===== config.mk =====
export PLATFORM = sky130hd
export DESIGN_NAME = rxm_channel
export DESIGN_NICKNAME = d
export VERILOG_FILES = /design/src/rtl/rxm_pkg.sv /design/src/rtl/rxm_decode.sv /design/src/rtl/rxm_holding.sv /design/src/rtl/rxm_modem.sv /design/src/rtl/rxm_channel.sv
export SDC_FILE = /design/constraint.sdc
export NUM_CORES = 1
export LEC_CHECK = 0
export BUFFER_PORTS_ARGS = -buffer_cell sky130_fd_sc_hd__buf_2
export CORE_MARGIN = 5
export CORE_UTILIZATION = 46
export DETAILED_ROUTE_END_ITERATION = 10
export PLACE_DENSITY = 0.85
export SYNTH_ARGS = -nofsm -noshare
export SYNTH_HDL_FRONTEND = slang
export SYNTH_SLANG_ARGS = --single-unit

===== constraint.sdc =====
create_clock -name clk -period 1.7 [get_ports clk]
set_input_delay 0.34 -clock clk [delete_from_list [all_inputs] [get_ports clk]]
set_output_delay 0.34 -clock clk [all_outputs]
set_load 0.03 [all_outputs]

===== src/rtl/rxm_pkg.sv =====
package rxm_pkg;
  localparam int REG_W  = 16;
  // status bit positions
  localparam int S_DSC  = 15;
  localparam int S_RING = 14;
  localparam int S_CTS  = 13;
  localparam int S_CD   = 12;
  localparam int S_SRX  = 10;
  localparam int S_DONE = 7;
  localparam int S_IE   = 6;
  localparam int S_DSIE = 5;
  localparam int S_STX  = 3;
  localparam int S_RTS  = 2;
  localparam int S_DTR  = 1;
  // buffer bit positions
  localparam int B_ERR  = 15;
  localparam int B_OVR  = 14;
  localparam int B_BRK  = 13;

  typedef struct packed {
    logic dsc, ring, cts, cd, dsie, stx, rts, dtr;
  } modem_t;

  function automatic logic [REG_W-1:0] status_word(
      input logic modem_en, input modem_t m, input logic srx,
      input logic done, input logic ie);
    logic [REG_W-1:0] w;
    w = '0;
    w[S_DONE] = done;
    w[S_IE]   = ie;
    if (modem_en) begin
      w[S_DSC]  = m.dsc;
      w[S_RING] = m.ring;
      w[S_CTS]  = m.cts;
      w[S_CD]   = m.cd;
      w[S_SRX]  = srx;
      w[S_DSIE] = m.dsie;
      w[S_STX]  = m.stx;
      w[S_RTS]  = m.rts;
      w[S_DTR]  = m.dtr;
    end
    return w;
  endfunction
endpackage


===== src/rtl/rxm_decode.sv =====
module rxm_decode (
  input  logic       sel,
  input  logic       wr,
  input  logic [1:0] addr,
  output logic       rd_status,
  output logic       rd_buffer,
  output logic       wr_status,
  output logic       wr_ignored
);
  assign rd_status  = sel & ~wr & ~addr[1];
  assign rd_buffer  = sel & ~wr &  addr[1];
  assign wr_status  = sel &  wr & ~addr[1] & ~addr[0];
  assign wr_ignored = sel &  wr & (addr[1] | addr[0]);
endmodule


===== src/rtl/rxm_holding.sv =====
module rxm_holding #(
  parameter int DATA_W = 8,
  parameter int REG_W  = 16
) (
  input  logic              clk,
  input  logic              por_n,
  input  logic              line_clr,
  input  logic              rx_valid,
  input  logic              rx_break,
  input  logic [DATA_W-1:0] rx_data,
  input  logic              rd_buffer,
  input  logic              wr_status,
  input  logic              w_ie,
  output logic              done_q,
  output logic              ie_q,
  output logic [REG_W-1:0]  buf_word,
  output logic              rx_req,
  output logic              overrun_evt
);
  localparam int PAD_W = REG_W - 3 - DATA_W;

  logic              ovr_q, brk_q;
  logic [DATA_W-1:0] data_q;
  logic              load, done_n, ie_n;

  assign load        = rx_valid | rx_break;
  assign overrun_evt = load & done_q & ~rd_buffer;

  always_comb begin
    done_n = done_q;
    if (rd_buffer) done_n = 1'b0;
    if (load)      done_n = 1'b1;
    ie_n = wr_status ? w_ie : ie_q;
  end

  always_ff @(posedge clk or negedge por_n) begin
    if (!por_n) begin
      done_q <= 1'b0; ie_q <= 1'b0; ovr_q <= 1'b0; brk_q <= 1'b0;
      data_q <= '0;   rx_req <= 1'b0;
    end else if (line_clr) begin
      done_q <= 1'b0; ie_q <= 1'b0; ovr_q <= 1'b0; brk_q <= 1'b0;
      data_q <= '0;   rx_req <= 1'b0;
    end else begin
      done_q <= done_n;
      ie_q   <= ie_n;
      rx_req <= done_n & ie_n;
      if (load) begin
        ovr_q  <= overrun_evt;
        brk_q  <= rx_break;
        data_q <= rx_break ? '0 : rx_data;
      end
    end
  end

  assign buf_word = {ovr_q | brk_q, ovr_q, brk_q, {PAD_W{1'b0}}, data_q};
endmodule


===== src/rtl/rxm_modem.sv =====
module rxm_modem
  import rxm_pkg::*;
(
  input  logic   clk,
  input  logic   por_n,
  input  logic   line_clr,
  input  logic   modem_en,
  input  logic   link_up,
  input  logic   rd_status,
  input  logic   wr_status,
  input  logic   w_dsie,
  input  logic   w_stx,
  input  logic   w_rts,
  input  logic   w_dtr,
  output modem_t m_q,
  output logic   ds_req,
  output logic   hangup,
  output logic   evt_conn,
  output logic   evt_dtr_rise,
  output logic   evt_dtr_fall,
  output logic   dsc_set
);
  logic   link_q, wr_m, link_down;
  modem_t m_n;

  assign wr_m         = wr_status & modem_en;
  assign evt_conn     = modem_en & link_up & ~link_q;
  assign link_down    = modem_en & ~link_up;
  assign evt_dtr_rise = wr_m &  w_dtr & ~m_q.dtr;
  assign evt_dtr_fall = wr_m & ~w_dtr &  m_q.dtr;

  always_comb begin
    m_n     = m_q;
    dsc_set = 1'b0;
    if (rd_status) m_n.dsc = 1'b0;
    if (evt_conn) begin
      dsc_set = 1'b1;
      if (m_q.dtr) begin m_n.cd = 1'b1; m_n.cts = 1'b1; end
      else m_n.ring = 1'b1;
    end
    if (link_down) begin
      if (m_q.cd) dsc_set = 1'b1;
      m_n.cd = 1'b0; m_n.ring = 1'b0; m_n.cts = 1'b0;
    end
    if (evt_dtr_rise && link_up) begin
      dsc_set = 1'b1;
      m_n.ring = 1'b0; m_n.cd = 1'b1; m_n.cts = 1'b1;
    end
    if (evt_dtr_fall) begin
      if (link_up && m_q.cd) dsc_set = 1'b1;
      m_n.cd = 1'b0; m_n.ring = 1'b0; m_n.cts = 1'b0;
    end
    if (wr_m) begin
      m_n.dsie = w_dsie; m_n.stx = w_stx; m_n.rts = w_rts; m_n.dtr = w_dtr;
    end
    if (dsc_set) m_n.dsc = 1'b1;
  end

  always_ff @(posedge clk or negedge por_n) begin
    if (!por_n) begin
      m_q <= '0; link_q <= 1'b0; ds_req <= 1'b0; hangup <= 1'b0;
    end else if (line_clr) begin
      m_q     <= '0;
      m_q.dtr <= modem_en & m_q.dtr;
      link_q  <= link_up;
      ds_req  <= 1'b0;
      hangup  <= 1'b0;
    end else begin
      m_q    <= m_n;
      link_q <= link_up;
      ds_req <= m_n.dsc & m_n.dsie & modem_en;
      hangup <= evt_dtr_fall & link_up;
    end
  end
endmodule


===== src/rtl/rxm_channel.sv =====
module rxm_channel
  import rxm_pkg::*;
#(
  parameter int DATA_W = 8
) (
  input  logic              clk,
  input  logic              por_n,
  input  logic              line_clr,
  input  logic              modem_en,
  input  logic              bus_sel,
  input  logic              bus_wr,
  input  logic [1:0]        bus_addr,
  input  logic [REG_W-1:0]  bus_wdata,
  output logic [REG_W-1:0]  bus_rdata,
  input  logic              rx_valid,
  input  logic              rx_break,
  input  logic [DATA_W-1:0] rx_data,
  input  logic              sec_rx,
  input  logic              link_up,
  output logic              dtr_out,
  output logic              rts_out,
  output logic              sec_tx_out,
  output logic              hangup,
  output logic              rx_req,
  output logic              ds_req
);
  logic             rd_status, rd_buffer, wr_status, wr_ignored;
  logic             done_q, ie_q, overrun_evt;
  logic [REG_W-1:0] buf_word, stat_word;
  modem_t           m_q;
  logic             evt_conn, evt_dtr_rise, evt_dtr_fall, dsc_set;
  logic             cd_q, cts_q, ring_q, dsc_q;
  logic             unused_wbits;

  assign unused_wbits = ^{bus_wdata[REG_W-1:S_IE+1], bus_wdata[S_DSIE-1+1-1+0 +: 0+1] & 1'b0,
                          bus_wdata[S_DTR-1], overrun_evt, evt_conn};

  rxm_decode u_dec (
    .sel(bus_sel), .wr(bus_wr), .addr(bus_addr),
    .rd_status(rd_status), .rd_buffer(rd_buffer),
    .wr_status(wr_status), .wr_ignored(wr_ignored)
  );

  rxm_holding #(.DATA_W(DATA_W), .REG_W(REG_W)) u_hold (
    .clk(clk), .por_n(por_n), .line_clr(line_clr),
    .rx_valid(rx_valid), .rx_break(rx_break), .rx_data(rx_data),
    .rd_buffer(rd_buffer), .wr_status(wr_status), .w_ie(bus_wdata[S_IE]),
    .done_q(done_q), .ie_q(ie_q), .buf_word(buf_word),
    .rx_req(rx_req), .overrun_evt(overrun_evt)
  );

  rxm_modem u_mdm (
    .clk(clk), .por_n(por_n), .line_clr(line_clr), .modem_en(modem_en),
    .link_up(link_up), .rd_status(rd_status), .wr_status(wr_status),
    .w_dsie(bus_wdata[S_DSIE]), .w_stx(bus_wdata[S_STX]),
    .w_rts(bus_wdata[S_RTS]), .w_dtr(bus_wdata[S_DTR]),
    .m_q(m_q), .ds_req(ds_req), .hangup(hangup),
    .evt_conn(evt_conn), .evt_dtr_rise(evt_dtr_rise),
    .evt_dtr_fall(evt_dtr_fall), .dsc_set(dsc_set)
  );

  assign cd_q   = m_q.cd;
  assign cts_q  = m_q.cts;
  assign ring_q = m_q.ring;
  assign dsc_q  = m_q.dsc;

  assign stat_word  = status_word(modem_en, m_q, sec_rx, done_q, ie_q);
  assign bus_rdata  = (bus_sel & ~bus_wr) ? (bus_addr[1] ? buf_word : stat_word) : '0;
  assign dtr_out    = m_q.dtr & modem_en;
  assign rts_out    = m_q.rts & modem_en;
  assign sec_tx_out = m_q.stx & modem_en;
endmodule


==> results.yml, run 1 <==
outcome:
  status: "completed"
pwr:
  power_frac_comb: 0.181
  net-switching-power_mw: 0.2802
  ir_worst_vdd_uv: 522.1
  intPower_mw: 0.7235
  swShare: 0.2792
  finalPower_mw: 1.004
  p_leak_nw: 0.8365
  seqPwrFrac: 0.572
  pwr-share-clk: 0.248
  power_density_nw_per_um2: 641.7
placed_design:
  hpwl_mm: 2.354
  gp_congestion: 0.7841
  placed_cell_area_um2: 1508
  pre_cts_ws_ps: 97.00
  port_buffers: 43
route:
  drt_iter0_markers: 24
  vias: 1085
  via_per_inst: 5.319
  dr.pass1.iters: 4
  wl_per_cell_um: 14.73
  drtAntennaViolNets: 0
  drc: 0
  drt_wl_total_mm: 3.004
grt:
  antenna_found_initial: 0
  grt_overflow: 0
  grt_pass1_wl_mm: 4.995
  grt_pass1_vias: 1168
  grt_max_degree: 24
  grt_usage: 0.1543
floorplan:
  start_util: 0.4718
  die_x_um: 62.73
  core_area_um2: 2710
  die_h_um: 62.73
  io_pins: 58
  dieArea_um2: 3934
  rows: 19
synthesis:
  synth_enable_flop_cells: 0
  yosys.area.top_type: "dfrtp_1"
  yosysSeqAreaShare: 0.4501
  synth_flop_cell: "dfrtp_1"
  syn_area_um2: 1279
  yosysUniqueCellTypes: 34
  synth_commonest_cells: "nor2_1 (29), dfrtp_1 (23), mux2i_1 (16), a21oi_1 (7), nand2_1 (5)"
  netlist.area_leader.share: 0.4501
  netlist_instances: 127
  synth.avg_cell_area_um2: 10.07
  yosys_warnings: 0
  synth_seq_cells: 23
  synth_most_common_cell: "nor2_1"
  yosys-top-cells-area: "dfrtp_1 (45%), mux2i_1 (13%), nor2_1 (8.5%)"
  async_flop_share: 1.000
timing:
  layout_min_cycle_time_ps: 1648
  skew_ps: 0.3370
  max_slew_margin: 0.6544
  worst_slack_ps: 51.81
  hold_viol: 0
  hold_slack_ps: 220.9
  finalSetupViolations: 0
  rsz0062_at_grt: "yes"
  timing.final.crit_share: 0.9695
  worst_pin_slew_ps: 518.5
  timing.fmax_ghz: 0.6067
  drv_slew: 0
clocking:
  clock_latency_ps: 300
  cts_tree: "built"
  clk_pin_slew_worst_paths_ps: 120
  cts-root-buf: "clkbuf_4"
  numCtsBuffers: 3
  cts_sinks: 23
  htree_levels: 1
  clock_path_buffers: 2
critical_path:
  critPathMaxFanout: 3
  startpoint_type: "register"
  required_ps: 1360
  cp-end-kind: "primary output"
  arrival_ps: 1310
  r2r_setup_slack_ps: 390
  path_class: "reg2out"
layout:
  n_antenna_cell: 0
  synthToLayoutAreaGrowth_pct: 22.31
  layout.nets: 210
  drive_gt1_frac: 0.4046
  fin_util: 0.5771
  final_cell_area_um2: 1564
worst_hold_path:
  hold_class: "in2reg"
run:
  drv_cap: 0
-- layout make-up --
cell class | instances | area, µm²
fill | 242 | 1146
multi-input combinational | 91 | 628.1
sequential | 23 | 576.8
timing repair buffer | 51 | 277.8
tap | 31 | 38.79
clock buffer | 3 | 22.52
inverter | 4 | 15.01
clock inverter | 1 | 5.005
-- sequential cells by signal, indices dropped and copies added, names as in the netlist --
register,cells
u_hold.brk_q,1
u_hold.data_q,8
u_hold.done_q,1
u_hold.ie_q,1
u_hold.ovr_q,1
u_hold.rx_req,1
u_mdm.ds_req,1
u_mdm.hangup,1
u_mdm.link_q,1
u_mdm.m_q,7
-- through the flow --
| stage | TNS (ps) | std cells |
|---|---|---|
| after global routing | -31.63 | 204 |
| after floorplan | 0 | 129 |
| after CTS | 0 | 202 |
| after global placement | 0 | 197 |
| final | 0 | 204 |
| after detailed placement | 0 | 197 |
-- per-layer routing --
metal / GRT usage / vias to the layer above / share of wire
met5: 0 / - / 0
met4: 0.06897 / 0 / 0.0093
met3: 0.02338 / 2 / 0.045
met2: 0.2733 / 38 / 0.51
met1: 0.1816 / 518 / 0.43
li1: - / 527 / -
-- kinds of logic (layout without fill, tap and decap cells) --
family | Yosys count | after routing | synth area share
AOI/OAI and AO/OA | 16 | 16 | 0.1116
other | 1 | 3 | 0.002933
DFF | 23 | 23 | 0.4501
buffers and inverters | 15 | 59 | 0.07045
muxes | 16 | 16 | 0.1252
and+or+nand+nor | 56 | 56 | 0.2397
-- timing repair --
action | in CTS | in global routing
setup endpoints to repair | 1 | 2
resized for setup | 1 | 1
setup buffers | 0 | 2
endpoints found under the hold margin | 23 | 0
hold buffers | 1 | 0
-- worst paths after layout --
check | start | endpoint | cells past startpoint
worst max-delay path | u_mdm.m_q[4]$_DFFE_PN0P_ | bus_rdata[13] | 3
worst min-delay path | link_up | u_mdm.link_q$_DFF_PN0_ | 1
worst max register to register | u_mdm.m_q[0]$_DFFE_PN0P_ | u_mdm.ds_req$_DFF_PN0_ | 4
worst min register to register | u_mdm.m_q[2]$_DFFE_PN0P_ | u_mdm.m_q[2]$_DFFE_PN0P_ | 2
max in group asynchronous | por_n | u_mdm.m_q[4]$_DFFE_PN0P_ | 2
min in group asynchronous | por_n | u_mdm.ds_req$_DFF_PN0_ | 2
-- critical path, stage by stage, from the launching register on --
cell	delay, ps
dfrtp_2	440
and3_2	180
a31o_2	200
buf_2	170
-- placed cells by master (no fill, tap or decap), types with 2 or more instances in the layout --
cell / n
buf_2: 43
nor2_1: 29
dfrtp_1: 22
mux2i_1: 16
a21oi_1: 7
buf_4: 7
nand2_1: 4
inv_1: 4
and3_2: 3
and3_1: 3
conb_1: 3
clkbuf_4: 3
and2_2: 2
and4b_1: 2
nor3_1: 2
-- power groups by stage --
stage	Combinational, mW	Sequential (mW)	Clock, mW
4_1_cts	0.180	0.574	0.257
3_5_place_dp	0.177	0.584	0
6_report	0.181	0.574	0.249
3_3_place_gp	0.171	0.583	0
5_1_grt	0.198	0.576	0.282
2_1_floorplan	0.115	0.582	0
Note: power is estimated with default switching activity, not from simulation.
==> run 2: changes to the inputs <==
Settings changed: ABC_AREA set to 1, CORE_UTILIZATION 46 to 45, HOLD_SLACK_MARGIN set to 0.02, PLACE_DENSITY 0.85 to 0.84.
==> results.yml, run 2 <==
layout:
  synthToLayoutAreaGrowth_pct: 22.69
  drive_gt1_frac: 0.3046
  mostFrequentLayoutCell: "buf_2"
  n_antenna_cell: 0
  layout.nets: 234
  most-common-layout-cells: "buf_2 (40), nor2_1 (29), dfrtp_1 (23), nand2_1 (21), inv_1 (18)"
  fill_cells: 244
  largest_reg_flops: 8
  largest_register: "u_hold.data_q"
  instances_no_fill: 227
  reg_top3: "u_hold.data_q: 8 flops, u_mdm.m_q: 7 flops"
timing:
  drv_slew: 0
  skew_ps: 1.174
  finalSetupViolations: 0
  hold_viol: 0
  setup_tns_ps: 0
  timing.fmax_ghz: 0.6320
  layout_min_cycle_time_ps: 1582
  rsz0062_at_grt: "no"
  timing.final.crit_share: 0.9308
synthesis:
  yosys.area_share.simple: 0.2710
  syn_area_um2: 1191
  yosys.area.top_type: "dfrtp_1"
  muxShareOfSynthArea: 0
  async_flop_share: 1.000
  synth_seq_cells: 23
  synth_enable_flop_cells: 0
  yosys-top-cells-area: "dfrtp_1 (48%), nor2_1 (9.1%), nand2_1 (6.9%)"
  yosysUniqueCellTypes: 22
  synth.avg_cell_area_um2: 7.785
  synth_xor_area_frac: 0
  synth_top_family_by_area: "simple AND/OR/NAND/NOR gates"
  netlist_instances: 153
  netlist.area_leader.share: 0.4832
  yosys_warnings: 0
  synth_commonest_cells: "nor2_1 (29), dfrtp_1 (23), nand2_1 (22), inv_1 (19), o21ai_0 (14)"
  synth_compound_gate_area_share: 0.1418
  yosysSeqAreaShare: 0.4832
  synth_fa_ha_area_frac: 0
  synth_flop_cell: "dfrtp_1"
  synth_most_common_cell: "nor2_1"
grt:
  grt_max_degree: 24
  grt_pass1_wl_mm: 4.450
  antenna_found_initial: 0
  grt_pass1_vias: 1065
  grt_overflow: 0
  grt_usage: 0.1588
critical_path:
  startpoint_type: "input pin"
  critPathMaxFanout: 8
  critPathMaxStageDelay_ps: 210
  r2r_end: "u_mdm.m_q[6]$_DFFE_PN0P_"
  rr_worst_depth: 5
  r2r_setup_slack_ps: 570
  r2r-start: "u_mdm.m_q[0]$_DFFE_PN0P_"
  required_ps: 1360
  worst-path-stages: 7
  arrival_ps: 1240
  crit_top_cell: "buf_2"
  cp-end-kind: "primary output"
  cp_cell_sequence: "buf_2 -> inv_2 -> nand2_2 -> nor2_4 -> nand2_1 -> nand3_1 -> buf_2"
  crit_family: "simple AND/OR/NAND/NOR gates"
  path_class: "in2out"
  cp-endpoint: "bus_rdata[15]"
  slowest_stage: "nor2_4"
  cp_num_buf_inv: 3
  critPathLaunch: "bus_wr"
placed_design:
  place_inst: 222
  gp_congestion: 0.8325
  hpwl_mm: 2.232
  port_buffers: 43
run:
  drv_cap: 0
pwr:
  power_density_nw_per_um2: 676.8
  p_leak_nw: 0.8211
  ir_worst_vdd_uv: 375.7
  finalPower_mw: 0.9890
floorplan:
  die_x_um: 61.45
  io_pins: 58
  start_util: 0.4765
  dieArea_um2: 3776
  rows: 18
  die_h_um: 61.45
  core_area_um2: 2500
clocking:
  cts_sinks: 23
  cts_tree: "built"
  htree_levels: 1
  numCtsBuffers: 3
  post_cts_buffers: 0
  clock_path_buffers: 2
  clock_latency_ps: 310
  cts-root-buf: "clkbuf_4"
  clk_pin_slew_worst_paths_ps: 130
route:
  drtAntennaViolNets: 0
  vias: 1111
  drc: 0
  wl_per_cell_um: 12.39
  via_per_inst: 4.894
  drt_iter0_markers: 41
  drt_wl_total_mm: 2.813
  dr.pass1.iters: 4
worst_hold_path:
  hold_path_depth: 1
  hold_class: "in2reg"
outcome:
  status: "completed"
-- run 2: cell count changes after synthesis, sizes merged, moves of 6 or more --
cell   change
inv       +18
o21ai     +17
nand2     +19
nand3     +11
and3       -6
mux2i     -16
-- run 2: routing by layer --
| layer | GRT usage | up-vias | part of all wire |
|---|---|---|---|
| li1 | - | 571 | - |
| met2 | 0.2946 | 30 | 0.49 |
| met4 | 0.04545 | 0 | 0.010 |
| met5 | 0 | - | 0 |
| met3 | 0.02516 | 4 | 0.073 |
| met1 | 0.1884 | 506 | 0.43 |
-- run 2: per-stage QoR --
stage               hold slack, ps  utilization  worst slack (ps)  area [µm²]
detailed placement           335.3       0.5656             15.59        1414
global route                 145.8       0.5846             14.34        1461
finish                       152.2       0.5846             117.7        1461
floorplan                    44.41            -             15.83        1199
global placement             332.1       0.5656             39.87        1414
CTS                          152.6       0.5806             10.43        1451
-- run 2: worst reg2reg max path: cells and delay by family, from the launching register on --
kind | cells | cell delay (ps)
simple gates | 5 | 630
flops | 1 | 420
-- run 2: how the worst min path moves through the flow --
stage / endpoint / from / slack [ps]
after floorplan: u_hold.brk_q$_DFFE_PN0P_ / por_n / 40
after global placement: u_hold.data_q[6]$_DFFE_PN0P_ / por_n / 330
after detailed placement: u_hold.data_q[6]$_DFFE_PN0P_ / por_n / 340
after CTS: u_mdm.link_q$_DFF_PN0_ / link_up / 150
after global routing: u_mdm.link_q$_DFF_PN0_ / link_up / 150
final: u_mdm.link_q$_DFF_PN0_ / link_up / 150
-- run 2: where the power goes --
group	internal, mW	total, mW	switching [mW]	leakage (nW)
sequential	0.566	0.576	0.0104	0.310
clock	0.0879	0.253	0.165	0.0177
combinational	0.0515	0.160	0.108	0.493
-- run 2: cells by family (layout without fill, tap and decap cells) --
logic type             after synthesis  count (layout)
AOI/OAI and AO/OA                   30              30
buffers and inverters               28              70
DFF                                 23              23
other                                1               3
and+or+nand+nor                     71              71
-- run 2: timing repair --
action	4_1_cts	5_1_grt
endpoints found under the hold margin	23	0
setup endpoints to repair	0	10
hold buffers	1	0
gates resized for setup	0	6
-- run 2: layout make-up --
| type | count | area (µm²) | share of cell area |
|---|---|---|---|
| flip-flops and latches | 23 | 575.6 | 0.3938 |
| multi-input cells | 104 | 505.5 | 0.3459 |
| repair buffers | 44 | 232.7 | 0.1592 |
| inverters | 22 | 82.58 | 0.05651 |
| well taps | 30 | 37.54 | 0.02568 |
| clock buffers | 3 | 22.52 | 0.01541 |
| clock inverters | 1 | 5.005 | 0.003425 |
==> run 3: changes to the inputs <==
Settings changed: PLACE_DENSITY 0.84 to 0.78.
==> results.yml, run 3 (synthesis gave the netlist of run 2 again) <==
pwr:
  power_density_nw_per_um2: 677.4
  intPower_mw: 0.7050
  seqPwrFrac: 0.583
  ir_worst_vdd_uv: 429.2
  power_frac_comb: 0.165
  pwr-share-clk: 0.253
  net-switching-power_mw: 0.2833
  p_leak_nw: 0.8200
  swShare: 0.2867
critical_path:
  r2r-start: "u_mdm.m_q[0]$_DFFE_PN0P_"
  critPathLaunch: "bus_wr"
  arrival_ps: 1270
  cp_cell_sequence: "buf_2 -> inv_2 -> nand2_2 -> nor2_4 -> inv_2 -> o22ai_1 -> clkbuf_4"
  cp-endpoint: "bus_rdata[1]"
  crit_top_cell: "inv_2"
  rr_worst_depth: 7
  slowest_stage: "clkbuf_4"
  critPathMaxFanout: 8
  critPathMaxStageDelay_ps: 220
  path_class: "in2out"
  required_ps: 1360
  r2r_end: "u_mdm.m_q[7]$_DFF_PN0_"
  cp-end-kind: "primary output"
  r2r_setup_slack_ps: 560
  startpoint_type: "input pin"
floorplan:
  io_pins: 58
  dieArea_um2: 3776
  die_h_um: 61.45
  die_x_um: 61.45
  start_util: 0.4765
  rows: 18
  core_area_um2: 2500
grt:
  antenna_found_initial: 0
  grt_overflow: 0
  grt_pass1_wl_mm: 4.581
  grt_max_degree: 24
  grt_usage: 0.1652
  grt_pass1_vias: 1135
layout:
  largest_reg_flops: 8
  synthToLayoutAreaGrowth_pct: 22.48
  drive_gt1_frac: 0.3046
  fill_cells: 252
  layout.nets: 234
  largest_register: "u_hold.data_q"
  n_antenna_cell: 0
  reg_top3: "u_hold.data_q: 8 flops, u_mdm.m_q: 7 flops"
  most-common-layout-cells: "buf_2 (41), nor2_1 (29), dfrtp_1 (23), nand2_1 (21), inv_1 (18)"
  mostFrequentLayoutCell: "buf_2"
  final_cell_area_um2: 1459
clocking:
  clock_latency_ps: 310
  clock_path_buffers: 2
  clk_pin_slew_worst_paths_ps: 130
  cts-root-buf: "clkbuf_4"
  numCtsBuffers: 3
  cts_sinks: 23
  post_cts_buffers: 0
  cts_tree: "built"
  htree_levels: 1
route:
  vias: 1164
  drc: 0
  drtAntennaViolNets: 0
  dr.pass1.iters: 4
  via_per_inst: 5.128
  wl_per_cell_um: 13.02
  drt_wl_total_mm: 2.955
  drt_iter0_markers: 19
timing:
  hold_viol: 0
  skew_ps: 11.79
  timing.final.crit_share: 0.9477
  max_slew_margin: 0.6633
  timing.fmax_ghz: 0.6207
  finalSetupViolations: 0
  setup_tns_ps: 0
  worst_pin_slew_ps: 505.0
  layout_min_cycle_time_ps: 1611
  worst_slack_ps: 88.99
  rsz0062_at_grt: "no"
  drv_slew: 0
placed_design:
  port_buffers: 43
  gp_congestion: 0.8529
  hpwl_mm: 2.345
  placed_cell_area_um2: 1414
  pre_cts_ws_ps: 25.17
outcome:
  status: "completed"
run:
  drv_cap: 0
worst_hold_path:
  hold_class: "in2reg"
==> run 3: power by group through the flow <==
| stage | combinational, mW | clock (mW) | sequential, mW |
|---|---|---|---|
| 2_1_floorplan | 0.0978 | 0 | 0.585 |
| 3_3_place_gp | 0.152 | 0 | 0.586 |
| 3_5_place_dp | 0.159 | 0 | 0.587 |
| 4_1_cts | 0.161 | 0.256 | 0.576 |
| 5_1_grt | 0.180 | 0.279 | 0.579 |
| 6_report | 0.163 | 0.250 | 0.576 |
==> run 3: area by class of cell <==
class                           count  area, µm²  share of cell area
Clock buffer                        3      22.52             0.01544
Clock inverter                      1      5.005            0.003431
Inverter                           22      82.58             0.05660
Multi-Input combinational cell    104      505.5              0.3465
Sequential cell                    23      575.6              0.3945
Tap cell                           30      37.54             0.02573
Timing Repair Buffer               44      230.2              0.1578
==> run 3: stage by stage <==
step                      hold WS [ps]  total power [mW]  std cells  utilization
after CTS                        147.2            0.9930        227       0.5806
final                            151.2            0.9883        227       0.5836
after global placement           332.9            0.7387        222       0.5656
after global routing             142.4             1.038        227       0.5836
after floorplan                  44.41            0.6827        155            -
after detailed placement         330.8            0.7453        222       0.5656
==> run 3: worst max-delay path: cells and delay by family <==
family	cells	cell delay [ps]
and+or+nand+nor	2	290
buffers and inverters	4	510
AOI/OAI and AO/OA	1	120
==> run 3: worst min path at each step <==
stage	start	to	slack [ps]	cells after the start
2_1_floorplan	por_n	u_hold.brk_q$_DFFE_PN0P_	40	0
3_3_place_gp	por_n	u_hold.data_q[6]$_DFFE_PN0P_	330	1
3_5_place_dp	por_n	u_hold.data_q[3]$_DFFE_PN0P_	330	1
4_1_cts	link_up	u_mdm.link_q$_DFF_PN0_	150	1
5_1_grt	link_up	u_mdm.link_q$_DFF_PN0_	140	1
6_report	link_up	u_mdm.link_q$_DFF_PN0_	150	1
==> run 3: timing repair <==
action                                  CTS  global route
gates resized for setup                   0             4
endpoints found under the hold margin    23             0
endpoints found under the setup margin    0             9
hold buffers                              1             0
==> run 3: per-layer routing <==
layer,vias to the layer above,part of all wire,track usage
met3,8,0.072,0.01887
met1,543,0.42,0.2011
met2,44,0.48,0.2870
li1,569,-,-
met4,0,0.027,0.08485
met5,-,0,0
